`config.mk`:
```
export PLATFORM = sky130hd
export DESIGN_NAME = dbq_capture
export DESIGN_NICKNAME = d
export VERILOG_FILES = /design/src/rtl/dbq_pkg.sv /design/src/rtl/dbq_ptr.sv /design/src/rtl/dbq_status.sv /design/src/rtl/dbq_capture.sv
export SDC_FILE = /design/constraint.sdc
export NUM_CORES = 1
export LEC_CHECK = 0
export BUFFER_PORTS_ARGS = -buffer_cell sky130_fd_sc_hd__buf_2
export CAP_MARGIN = 20
export CORE_MARGIN = 1.5
export CORE_UTILIZATION = 49
export DETAILED_ROUTE_END_ITERATION = 8
export GPL_TIMING_DRIVEN = 0
export PLACE_DENSITY = 0.86
export SETUP_SLACK_MARGIN = 0.05
export SYNTH_ARGS = -nofsm -noshare
export SYNTH_HDL_FRONTEND = slang
export SYNTH_SLANG_ARGS = --single-unit
export TNS_END_PERCENT = 100
```
`constraint.sdc`:
```
create_clock -name clk -period 3.2 [get_ports clk]
set_clock_uncertainty 0.15 [all_clocks]
set_input_delay 0.48 -clock clk [delete_from_list [all_inputs] [get_ports clk]]
set_output_delay 0.48 -clock clk [all_outputs]
set_load 0.01 [all_outputs]
```
`src/rtl/dbq_pkg.sv`:
```
package dbq_pkg;

    typedef enum logic [1:0] {
        SEL_MODE = 2'd0,
        SEL_STAT = 2'd1,
        SEL_DEQ  = 2'd2,
        SEL_ENQ  = 2'd3
    } reg_sel_e;

    localparam int MODE_EN_BIT  = 0;
    localparam int MODE_ADV_BIT = 1;
    localparam int ST_ERR_BIT   = 7;
    localparam int ST_FULL_BIT  = 4;
    localparam int ST_Q_BIT     = 0;

    // Fixed 8-byte record; byte 0 is the most significant
    typedef struct packed {
        logic [23:0] zero_hi;   // bytes 0..2
        logic [7:0]  tgt;       // byte 3
        logic [7:0]  zero_mid;  // byte 4
        logic [7:0]  src;       // byte 5
        logic [15:0] info;      // bytes 6..7
    } dbq_rec_t;

    function automatic dbq_rec_t build_rec(input logic [7:0] src,
                                           input logic [7:0] tgt,
                                           input logic [15:0] info);
        dbq_rec_t r;
        r.zero_hi  = '0;
        r.tgt      = tgt;
        r.zero_mid = '0;
        r.src      = src;
        r.info     = info;
        return r;
    endfunction

endpackage

```
`src/rtl/dbq_ptr.sv`:
```
module dbq_ptr #(
    parameter int ADDR_W = 32,
    parameter int OFF_W  = 12
) (
    input  logic              clk,
    input  logic              rst,
    input  logic              load,
    input  logic [ADDR_W-1:0] load_val,
    input  logic              step,
    output logic [ADDR_W-1:0] ptr,
    output logic [ADDR_W-1:0] ptr_nxt
);
    localparam int SLOT_W = OFF_W - 3;

    logic [SLOT_W-1:0] slot_inc;

    assign slot_inc = ptr[OFF_W-1:3] + 1'b1;

    always_comb begin
        ptr_nxt = ptr;
        if (load)
            ptr_nxt = {load_val[ADDR_W-1:3], 3'b000};
        else if (step)
            ptr_nxt = {ptr[ADDR_W-1:OFF_W], slot_inc, 3'b000};
    end

    always_ff @(posedge clk) begin
        if (rst) ptr <= '0;
        else     ptr <= ptr_nxt;
    end
endmodule

```
`src/rtl/dbq_status.sv`:
```
module dbq_status (
    input  logic       clk,
    input  logic       rst,
    input  logic       set_err,
    input  logic       set_full,
    input  logic       pending_nxt,
    input  logic       clr_wr,
    input  logic [7:0] clr_mask,
    output logic [7:0] stat
);
    import dbq_pkg::*;

    logic err_q, full_q, q_q;
    logic [7:0] clr;

    assign clr = clr_wr ? clr_mask : 8'h00;

    always_ff @(posedge clk) begin
        if (rst) begin
            err_q  <= 1'b0;
            full_q <= 1'b0;
            q_q    <= 1'b0;
        end else begin
            err_q  <= set_err  | (err_q  & ~clr[ST_ERR_BIT]);
            full_q <= set_full | (full_q & ~clr[ST_FULL_BIT]);
            q_q    <= pending_nxt | (q_q & ~clr[ST_Q_BIT]);
        end
    end

    always_comb begin
        stat              = 8'h00;
        stat[ST_ERR_BIT]  = err_q;
        stat[ST_FULL_BIT] = full_q;
        stat[ST_Q_BIT]    = q_q;
    end
endmodule

```
`src/rtl/dbq_capture.sv`:
```
module dbq_capture #(
    parameter int ADDR_W     = 32,
    parameter int DATA_W     = 32,
    parameter int DEPTH_LOG2 = 9
) (
    input  logic              clk,
    input  logic              rst,
    input  logic              reg_wr,
    input  logic [1:0]        reg_addr,
    input  logic [DATA_W-1:0] reg_wdata,
    output logic [DATA_W-1:0] reg_rdata,
    input  logic              db_valid,
    input  logic [7:0]        db_src,
    input  logic [7:0]        db_tgt,
    input  logic [15:0]       db_info,
    output logic              mem_we,
    output logic [ADDR_W-1:0] mem_addr,
    output logic [63:0]       mem_data,
    output logic              irq
);
    import dbq_pkg::*;

    localparam int OFF_W = DEPTH_LOG2 + 3;

    reg_sel_e          sel;
    logic [DATA_W-1:0] mode_q;
    logic              enable;
    logic              wr_mode, wr_stat, wr_deq, wr_enq, advance;
    logic [ADDR_W-1:0] deq_ptr, deq_nxt, enq_ptr, enq_nxt;
    logic [DEPTH_LOG2-1:0] used;
    logic              full_cond, accept;
    logic [7:0]        stat;

    assign sel     = reg_sel_e'(reg_addr);
    assign enable  = mode_q[MODE_EN_BIT];
    assign wr_mode = reg_wr && (sel == SEL_MODE);
    assign wr_stat = reg_wr && (sel == SEL_STAT);
    assign wr_deq  = reg_wr && (sel == SEL_DEQ);
    assign wr_enq  = reg_wr && (sel == SEL_ENQ);
    assign advance = wr_mode && reg_wdata[MODE_ADV_BIT];

    assign used      = enq_ptr[OFF_W-1:3] - deq_ptr[OFF_W-1:3];
    assign full_cond = (used == {DEPTH_LOG2{1'b1}});
    assign accept    = db_valid && enable && !full_cond;

    always_ff @(posedge clk) begin
        if (rst) begin
            mode_q <= '0;
        end else if (wr_mode) begin
            mode_q <= reg_wdata;
            mode_q[MODE_ADV_BIT] <= 1'b0;
        end
    end

    dbq_ptr #(.ADDR_W(ADDR_W), .OFF_W(OFF_W)) u_deq (
        .clk(clk), .rst(rst), .load(wr_deq),
        .load_val(reg_wdata[ADDR_W-1:0]), .step(advance),
        .ptr(deq_ptr), .ptr_nxt(deq_nxt)
    );

    dbq_ptr #(.ADDR_W(ADDR_W), .OFF_W(OFF_W)) u_enq (
        .clk(clk), .rst(rst), .load(wr_enq),
        .load_val(reg_wdata[ADDR_W-1:0]), .step(accept),
        .ptr(enq_ptr), .ptr_nxt(enq_nxt)
    );

    dbq_status u_stat (
        .clk(clk), .rst(rst),
        .set_err(db_valid && !enable),
        .set_full(db_valid && enable && full_cond),
        .pending_nxt(enq_nxt != deq_nxt),
        .clr_wr(wr_stat), .clr_mask(reg_wdata[7:0]),
        .stat(stat)
    );

    always_ff @(posedge clk) begin
        if (rst) begin
            mem_we   <= 1'b0;
            mem_addr <= '0;
            mem_data <= '0;
        end else begin
            mem_we <= accept;
            if (accept) begin
                mem_addr <= enq_ptr;
                mem_data <= build_rec(db_src, db_tgt, db_info);
            end
        end
    end

    always_comb begin
        case (sel)
            SEL_MODE: reg_rdata = mode_q;
            SEL_STAT: reg_rdata = DATA_W'(stat);
            SEL_DEQ:  reg_rdata = DATA_W'(deq_ptr);
            default:  reg_rdata = DATA_W'(enq_ptr);
        endcase
    end

    assign irq = |stat;
endmodule

```
==> results.txt, run 1 <==
The critical register-to-register path startpoint was u_enq.ptr[3]. The worst max-slew margin expressed relative to the limit was 47.2%; the top fanout value on the critical path was 4. In this run the static leakage power is 4.37 nW. Weighted congestion reported at the end of routability-driven placement: 0.977. Dividing total power by cell area gives a power density of 454 nW/um^2.

Of the available clock period, the critical path in the final layout requires 110%. The tools report the number of violations of the max-capacitance limit as 0. The number of enable flip-flop cells after synthesis was 0. By instance count, the leading cell after synthesis is sky130_fd_sc_hd__nand2_1. The tools report the number of top-level design ports as 200. The mean cell area of the mapped netlist is 7.74 um^2. The fraction of final layout cells with drive strength greater than 1 came out at 25.4%. The tools report the buffer type at the clock tree root as sky130_fd_sc_hd__clkbuf_16. Among all flip-flop cells after synthesis, the most frequent one is sky130_fd_sc_hd__dfxtp_1. Internal power comes to 0.00345 W.

In this run the power spent charging and discharging nets is 0.00140 W. In this run, the clock network consumes 40.3% of the power. The final number of setup-violating endpoints is 1. After technology mapping, the gate count stands at 1103. The worst-case IR drop observed on VDD is 0.000402 V. The first global-routing pass estimated 43500 um of wire.

Number of I/O port buffers: 165. The die covers 18200 um^2. Net switching is 28.9% of the power. For the number of inserted filler cells in the final layout, the log shows 1549.

The combinational group share of total power was 15.7%. The clock-pin slew of the registers on the worst-case setup and hold paths was 60 ps; the post-layout net count was 1414. The overall power was 0.00485 W. Flip-flop and latch count after synthesis: 163. Entering global routing, the biggest net connects 17 pins. The run gives 48 as the total number of placement rows. For the final worst-path setup slack, the log shows -315 ps.

After synthesis the cells add up to 8530 um^2. The commonest cells after synthesis are sky130_fd_sc_hd__nand2_1, sky130_fd_sc_hd__dfxtp_1, sky130_fd_sc_hd__a21oi_1. In this run, flip-flops and latches consume 44.0% of the power. The multi-input gate area in the final layout was 4930 um^2; the required time of the critical path was 3370 ps. Post-detailed-route wirelength per cell: 18.2 um. Biggest area consumer among synthesized cells: sky130_fd_sc_hd__dfxtp_1.

The number of sinks driven by the clock tree is 163, and the DRC violation total after the first TritonRoute iteration is 986. Path type of the worst min-delay path: in2reg. The critical path is of the reg2reg type. The detailed router placed 9171 vias in this run. STA puts the critical path data arrival time at 3680 ps. The post-layout minimum cycle time came out at 3510 ps.

The slew of the pin with the lowest slew margin was 792 ps; the number of buffers inserted by hold repair at cts was 0. For the worst-skew pair, the clock arrives at the later sink with an insertion delay of 430 ps. For this run, asynchronously set or reset flops after synthesis account for 0%. The beginning of the worst hold path is db_src[5]. The die is 135 um tall.

The number of clock buffers added by TritonCTS is 17. The final reports fail on setup timing. The share of synthesized area in the top cell type comes to 38.2%.

The worst setup path is launched from a register. OpenSTA, run right after detailed placement, puts the worst setup slack at -560 ps. The detailed-router iteration count before antenna repair is 6. After floorplanning, the core was sized to cover 17200 um^2. Once the floorplan was initialized, standard cells occupied 49.7% of the core. The run finished, with violations left. The logs give 0 for the max-slew violation count and 0 for the number of remaining DRC errors. The run gives 0 as the initial antenna violation count. The logs give 4 for the level count of the clock H-tree and 20500 um for the HPWL after detailed placement. After detailed routing, the total wire length is 28700 um.

Sorting the synthesized cells by area gives the leading types as sky130_fd_sc_hd__dfxtp_1, sky130_fd_sc_hd__nand2_1, sky130_fd_sc_hd__a21oi_1. The signed area change from the synthesized netlist to the final layout was 25.2%; the achievable clock frequency was 285 MHz. The launch point of the critical path is u_enq.ptr[3].

Number of global-route vias before repair: 8557. TritonCTS built the clock tree. The total overflow reported by the global router was 0; the count of cell types in the netlist was 61.

The count of synthesis-stage warnings from yosys was 0. The total track usage was 30.8%; the sequential area share after synthesis was 38.2%. The die is 135 um wide. Setup repair after global routing could not meet its margin everywhere. The tools report the final hold violation count as 0.

The maximum clock insertion buffer count was 2; the average vias per placed instance was 5.83. For the final antenna-violating net count, the log shows 0. The tools report the endpoint class of the critical path as a register. Registers take 3280 um^2.
## routing by layer
layer	wire (um)	track usage [%]	up-vias
li1	-	-	4227
met5	0	0	-
met1	10800	37.1	4238
met2	13500	49.8	574
met3	3040	8.11	132
met4	1410	17.1	0
## registers in the layout (all words and copies together), names as in the netlist
signal and flops:
u_stat.full_q 1, mem_data 32, u_stat.q_q 1, mem_addr 32
u_deq.ptr 32, u_stat.err_q 1, u_enq.ptr 32, mode_q 31
mem_we 1
## stage by stage
stage	instances	hold WS, ps	instance area (um^2)	utilization, %	setup TNS [ps]
final	1573	135	10700	62.2	-315
after global routing	1570	126	10700	62.2	-4080
after CTS	1569	127	10600	61.7	-220
after detailed placement	1524	293	9800	57.1	-21160
after global placement	1524	289	9800	57.1	-16020
after floorplan	1134	283	8700	-	0
## path summary, 6_finish.rpt
path         depth (start not counted)  slack [ps]           end
min                                  3         130  mem_data[21]
max                                 14        -310    u_stat.q_q
max reg2reg                         14        -310    u_stat.q_q
min reg2reg                          2         300  mem_addr[31]
## final cells by class
| cell class | count | area share (%) |
|---|---|---|
| Antenna cell | 3 | 0.0703 |
| Buffer | 111 | 5.68 |
| Clock buffer | 21 | 4.40 |
| Clock inverter | 11 | 0.867 |
| Inverter | 19 | 0.714 |
| Multi-Input combinational cell | 841 | 46.2 |
| Sequential cell | 163 | 30.7 |
| Tap cell | 225 | 2.64 |
| Timing Repair Buffer | 179 | 8.75 |
## worst max-delay path, stage by stage, from the launching register on
cell and delay [ps]:
sky130_fd_sc_hd__dfxtp_4 370, sky130_fd_sc_hd__inv_6 40, sky130_fd_sc_hd__ha_4 150, sky130_fd_sc_hd__fa_2 380
sky130_fd_sc_hd__nand2b_4 160, sky130_fd_sc_hd__a21oi_4 170, sky130_fd_sc_hd__xnor2_4 170, sky130_fd_sc_hd__nor4_2 90
sky130_fd_sc_hd__buf_4 150, sky130_fd_sc_hd__buf_6 130, sky130_fd_sc_hd__a2111oi_4 300, sky130_fd_sc_hd__xor2_1 250
sky130_fd_sc_hd__o22ai_1 140, sky130_fd_sc_hd__o41a_1 450, sky130_fd_sc_hd__o41a_1 310
## layout by cell type (no fill, tap or decap), types with 5 or more instances in the layout
master,instances
sky130_fd_sc_hd__nand2_1,306
sky130_fd_sc_hd__buf_2,176
sky130_fd_sc_hd__a21oi_1,158
sky130_fd_sc_hd__dfxtp_1,157
sky130_fd_sc_hd__buf_4,48
sky130_fd_sc_hd__clkbuf_1,44
sky130_fd_sc_hd__nor2_1,38
sky130_fd_sc_hd__a22o_1,32
sky130_fd_sc_hd__conb_1,32
sky130_fd_sc_hd__o21ai_0,24
sky130_fd_sc_hd__xnor2_1,23
sky130_fd_sc_hd__mux2_2,22
sky130_fd_sc_hd__inv_1,18
sky130_fd_sc_hd__xor2_1,18
sky130_fd_sc_hd__o22ai_1,17
sky130_fd_sc_hd__clkbuf_16,17
sky130_fd_sc_hd__mux2i_1,13
sky130_fd_sc_hd__a221oi_1,12
sky130_fd_sc_hd__nand3_1,11
sky130_fd_sc_hd__clkbuf_2,10
sky130_fd_sc_hd__nor3_1,10
sky130_fd_sc_hd__o221a_2,10
sky130_fd_sc_hd__ha_1,8
sky130_fd_sc_hd__a211oi_1,7
sky130_fd_sc_hd__and2_1,7
sky130_fd_sc_hd__and3_1,7
sky130_fd_sc_hd__buf_1,6
sky130_fd_sc_hd__inv_6,6
sky130_fd_sc_hd__nand4_1,6
sky130_fd_sc_hd__nor2b_1,5
## power groups by stage
stage	clock network, W	logic (W)	registers (W)
2_1_floorplan	0	0.000437	0.00216
3_3_place_gp	0	0.000641	0.00217
3_5_place_dp	0	0.000656	0.00218
4_1_cts	0.00196	0.000713	0.00213
5_1_grt	0.00203	0.000815	0.00214
6_report	0.00195	0.000764	0.00213
## logic make-up after synthesis
kind of cell | after synthesis | share of synthesized area [%]
multiplexers | 39 | 5.34
adder cells (fa/ha/maj) | 12 | 1.85
buffers and inverters | 130 | 7.33
other | 1 | 0.0439
AND/OR/NAND/NOR | 414 | 20.4
XOR/XNOR | 44 | 4.52
flip-flops | 163 | 38.2
AO/OA/AOI/OAI | 300 | 22.3
## repair_timing
action | 4_1_cts | 5_1_grt
buffers inserted | 13 | 1
gates resized for setup | 44 | 22
pin swaps | 4 | 4
endpoints found under the setup margin | 67 | 84
(Power assumes the default switching activity.)
==> inputs of run 2 (changes only) <==
PLACE_DENSITY = 0.88   (was 0.86)
==> run 2 against run 1 <==
  * The run still ends with setup timing left
  * Cell count rose by 0.38%
  * Setup slack lost 100 ps
  * Global-route usage fell by 0.13 points
  * Worst hold slack worse by 3.4 ps
  * Total power increased by 0.76%
  * Via count grew 1.8%
  * Combinational power shrank 2%
  * Clock-buffer cell count is 4 lower
  * Critical path type unchanged
  * Largest power group unchanged
==> results.txt, run 2 (same netlist as run 1, synthesis figures left out) <==
The standby leakage power was 4.54 nW (+3.8%). The die extent in x is 135 um (unchanged). The post-layout minimum cycle time is 3620 ps (+102 ps).

The tools report the final cell count without fillers as 1579 (+0.38%). Number of global-route vias before repair: 8456 (-1.2%). The category of cells accounting for the largest share of critical-path delay was compound AO/OA/AOI/OAI gates.

The HPWL after detailed placement was 20600 um (+0.78%); the detailed-router iteration count before antenna repair was 5 (-1). The number of buffer and inverter stages on the critical path was 1 (-2). The total wire length is 30100 um (+5.0%), and the number of sinks driven by the clock tree is 163 (unchanged).

Setup repair after global routing could not meet its margin everywhere. The top fanout value on the critical path was 6 (+2). For hold timing, the worst endpoint is mem_data[38]. The run gives 1524 (unchanged) as the number of placed instances with taps included. The slowest stage cell on the critical path was sky130_fd_sc_hd__or4_4.

The final reports fail on setup timing. The final worst-path setup slack was -417 ps (-102 ps); the utilization of the core after routing was 64.6% (+2.4 points). The worst reg-to-reg path cell count was 12 (-2); the DRC violation total after the first TritonRoute iteration was 1223 (+24%). The total overflow reported by the global router is 0 (unchanged), and the number of I/O port buffers is 165 (unchanged). The total number of placement rows was 48 (unchanged). The logs give 18200 um^2 (unchanged) for the die area and 23 (+22) for the final number of setup-violating endpoints.

For the arrival time at the worst endpoint, the log shows 3780 ps (+100 ps). The most frequent standard cell in the layout excluding fill and tap cells was sky130_fd_sc_hd__nand2_1. The run gives 131 ps (-3.39 ps) as the worst hold margin.

The post-route setup TNS is -1570 ps (-1250 ps). The startpoint identified for the worst register-to-register timing path is u_enq.ptr[3]. The chip height is 135 um (unchanged). The clock-pin slew of the registers on the worst-case setup and hold paths was 70 ps (about the same); the post-detailed-route wirelength per cell was 19.1 um (+4.6%). The tools report the required time of the critical path as 3360 ps (about the same). Area taken by flip-flops and latches: 3270 um^2 (-0.15%).

The tightest min-delay check is of the in2reg type. The number of CTS-inserted buffers was 17 (unchanged); the slew of the pin with the lowest slew margin was 795 ps (+2.93 ps). The number of cells on the worst hold path was 3 (unchanged). The max-slew violation count came out at 0 (unchanged). TritonCTS built the clock tree. The number of top-level design ports came out at 200 (unchanged).

The fraction of final layout cells with drive strength greater than 1 works out to 29.3% (+4.0 points). The vias after detailed routing came out at 9332 (+1.8%). The total power divided by cell area is 440 nW/um^2 (-3.0%), and the average vias per placed instance is 5.91 (+1.4%).

The logs give 5110 um^2 (+3.5%) for the multi-input gate area in the final layout and 2 (unchanged) for the maximum clock insertion buffer count. The achievable clock frequency is 276 MHz (-2.8%). STA classifies the critical path endpoint as a register. The setup path with the least slack is of type reg2reg. The flow ran to the end, but the final reports show violations. The tools report the worst max-slew margin expressed relative to the limit as 47.0% (-0.20 points).

For the final antenna-violating net count, the log shows 0 (unchanged). The tools report the number of violations of the max-capacitance limit as 0 (unchanged). The worst setup path is launched from a register. The maximum single-stage delay on the critical path works out to 580 ps (+130 ps). The tools report the initial antenna violation count as 0 (unchanged). The signal on the critical path passes through inv_6 > ha_4 > fa_2 > xor2_1 > nor3_2 > o311ai_4 > or4_4 > o21ai_4 > a31oi_1 > a2111o_1 > nand3b_1 > o41a_1.

The wire length of the first global-routing pass came out at 43200 um (-0.57%). The run gives 0.986 (+0.89%) as the weighted congestion reported at the end of routability-driven placement. The endpoint identified for the worst register-to-register timing path is u_stat.q_q. The run gives 30.6% (-0.13 points) as the total track usage. Buffer type at the clock tree root: sky130_fd_sc_hd__clkbuf_16.

The logs give 0.000429 V (+6.5%) for the worst ir drop on vdd and 0 (unchanged) for the number of remaining DRC errors. For the post-layout net count, the log shows 1422 (+0.57%). Final hold violation count: 0 (unchanged). The number of buffers inserted by hold repair at cts was 0 (unchanged); the signed area change from the synthesized netlist to the final layout was 30.0%. Core box area: 17200 um^2 (unchanged). The startpoint identified for the worst hold timing path is db_tgt[6]. The starting utilization of the core area is 49.7% (unchanged). In the layout the commonest cells are sky130_fd_sc_hd__nand2_1, sky130_fd_sc_hd__buf_2, sky130_fd_sc_hd__dfxtp_1. The internal reg-to-reg setup slack came out at -420 ps (-100 ps). The final cycle utilization of the critical path came out at 113% (+3.2 points). The level count of the clock H-tree came out at 4 (unchanged).

The clock latency on the worst-skew pair is 430 ps (about the same), and the pin count of the biggest net entering global routing is 17 (unchanged). The number of inserted filler cells in the final layout came out at 1416 (-8.6%).
-- run 2: how the worst max path moves through the flow --
| stage | from | to | slack [ps] | depth (start not counted) |
|---|---|---|---|---|
| after global placement | reg_addr[0] | u_stat.q_q | -480 | 12 |
| after global routing | u_enq.ptr[3] | u_stat.q_q | -510 | 12 |
| final | u_enq.ptr[3] | u_stat.q_q | -420 | 12 |
| after detailed placement | reg_addr[1] | u_stat.q_q | -510 | 13 |
| after CTS | u_enq.ptr[3] | u_stat.q_q | -320 | 12 |
| after floorplan | u_deq.ptr[4] | u_stat.q_q | 0.9 | 12 |
-- run 2: power by group --
part | internal [W] | total [W] | switching, W
Combinational | 0.000288 | 0.000750 | 0.000462
Sequential | 0.00208 | 0.00214 | 0.0000597
Clock | 0.00109 | 0.00200 | 0.000907
Total | 0.00346 | 0.00489 | 0.00143
-- run 2: cell type report --
cell class,instances,share of cell area [%]
multi-input cells,841,46.0
clock buffers,17,3.83
flip-flops and latches,163,29.5
diodes,1,0.0226
repair buffers,188,10.1
well taps,225,2.54
inverters,19,0.688
clock inverters,15,1.31
plain buffers,110,5.97
-- run 2: repair_timing --
action / CTS / global route
buffers inserted: 6 / 10
resized for setup: 27 / 123
pin swaps: 4 / 43
setup endpoints to repair: 62 / 89
cloned: 0 / 7
-- run 2: layer usage --
layer	track usage [%]	vias up	wire, um
met5	0	-	0
met4	15.4	0	1600
met3	7.24	131	3060
met2	50.1	604	14100
met1	37.7	4357	11400
li1	-	4240	-
-- run 2: worst min-delay path, delay by kind of cell --
kind / cells / cell delay (ps)
AO/OA/AOI/OAI: 1 / 50
AND/OR/NAND/NOR: 1 / 40
buffers and inverters: 1 / 90
-- run 2: per-stage QoR --
step	worst slack, ps	power (W)	cell area [um^2]
finish	-417	0.00489	11100
global route	-515	0.00504	11100
CTS	-324	0.00481	10500
detailed placement	-508	0.00283	9800
global placement	-480	0.00282	9800
floorplan	0.939	0.00260	8700
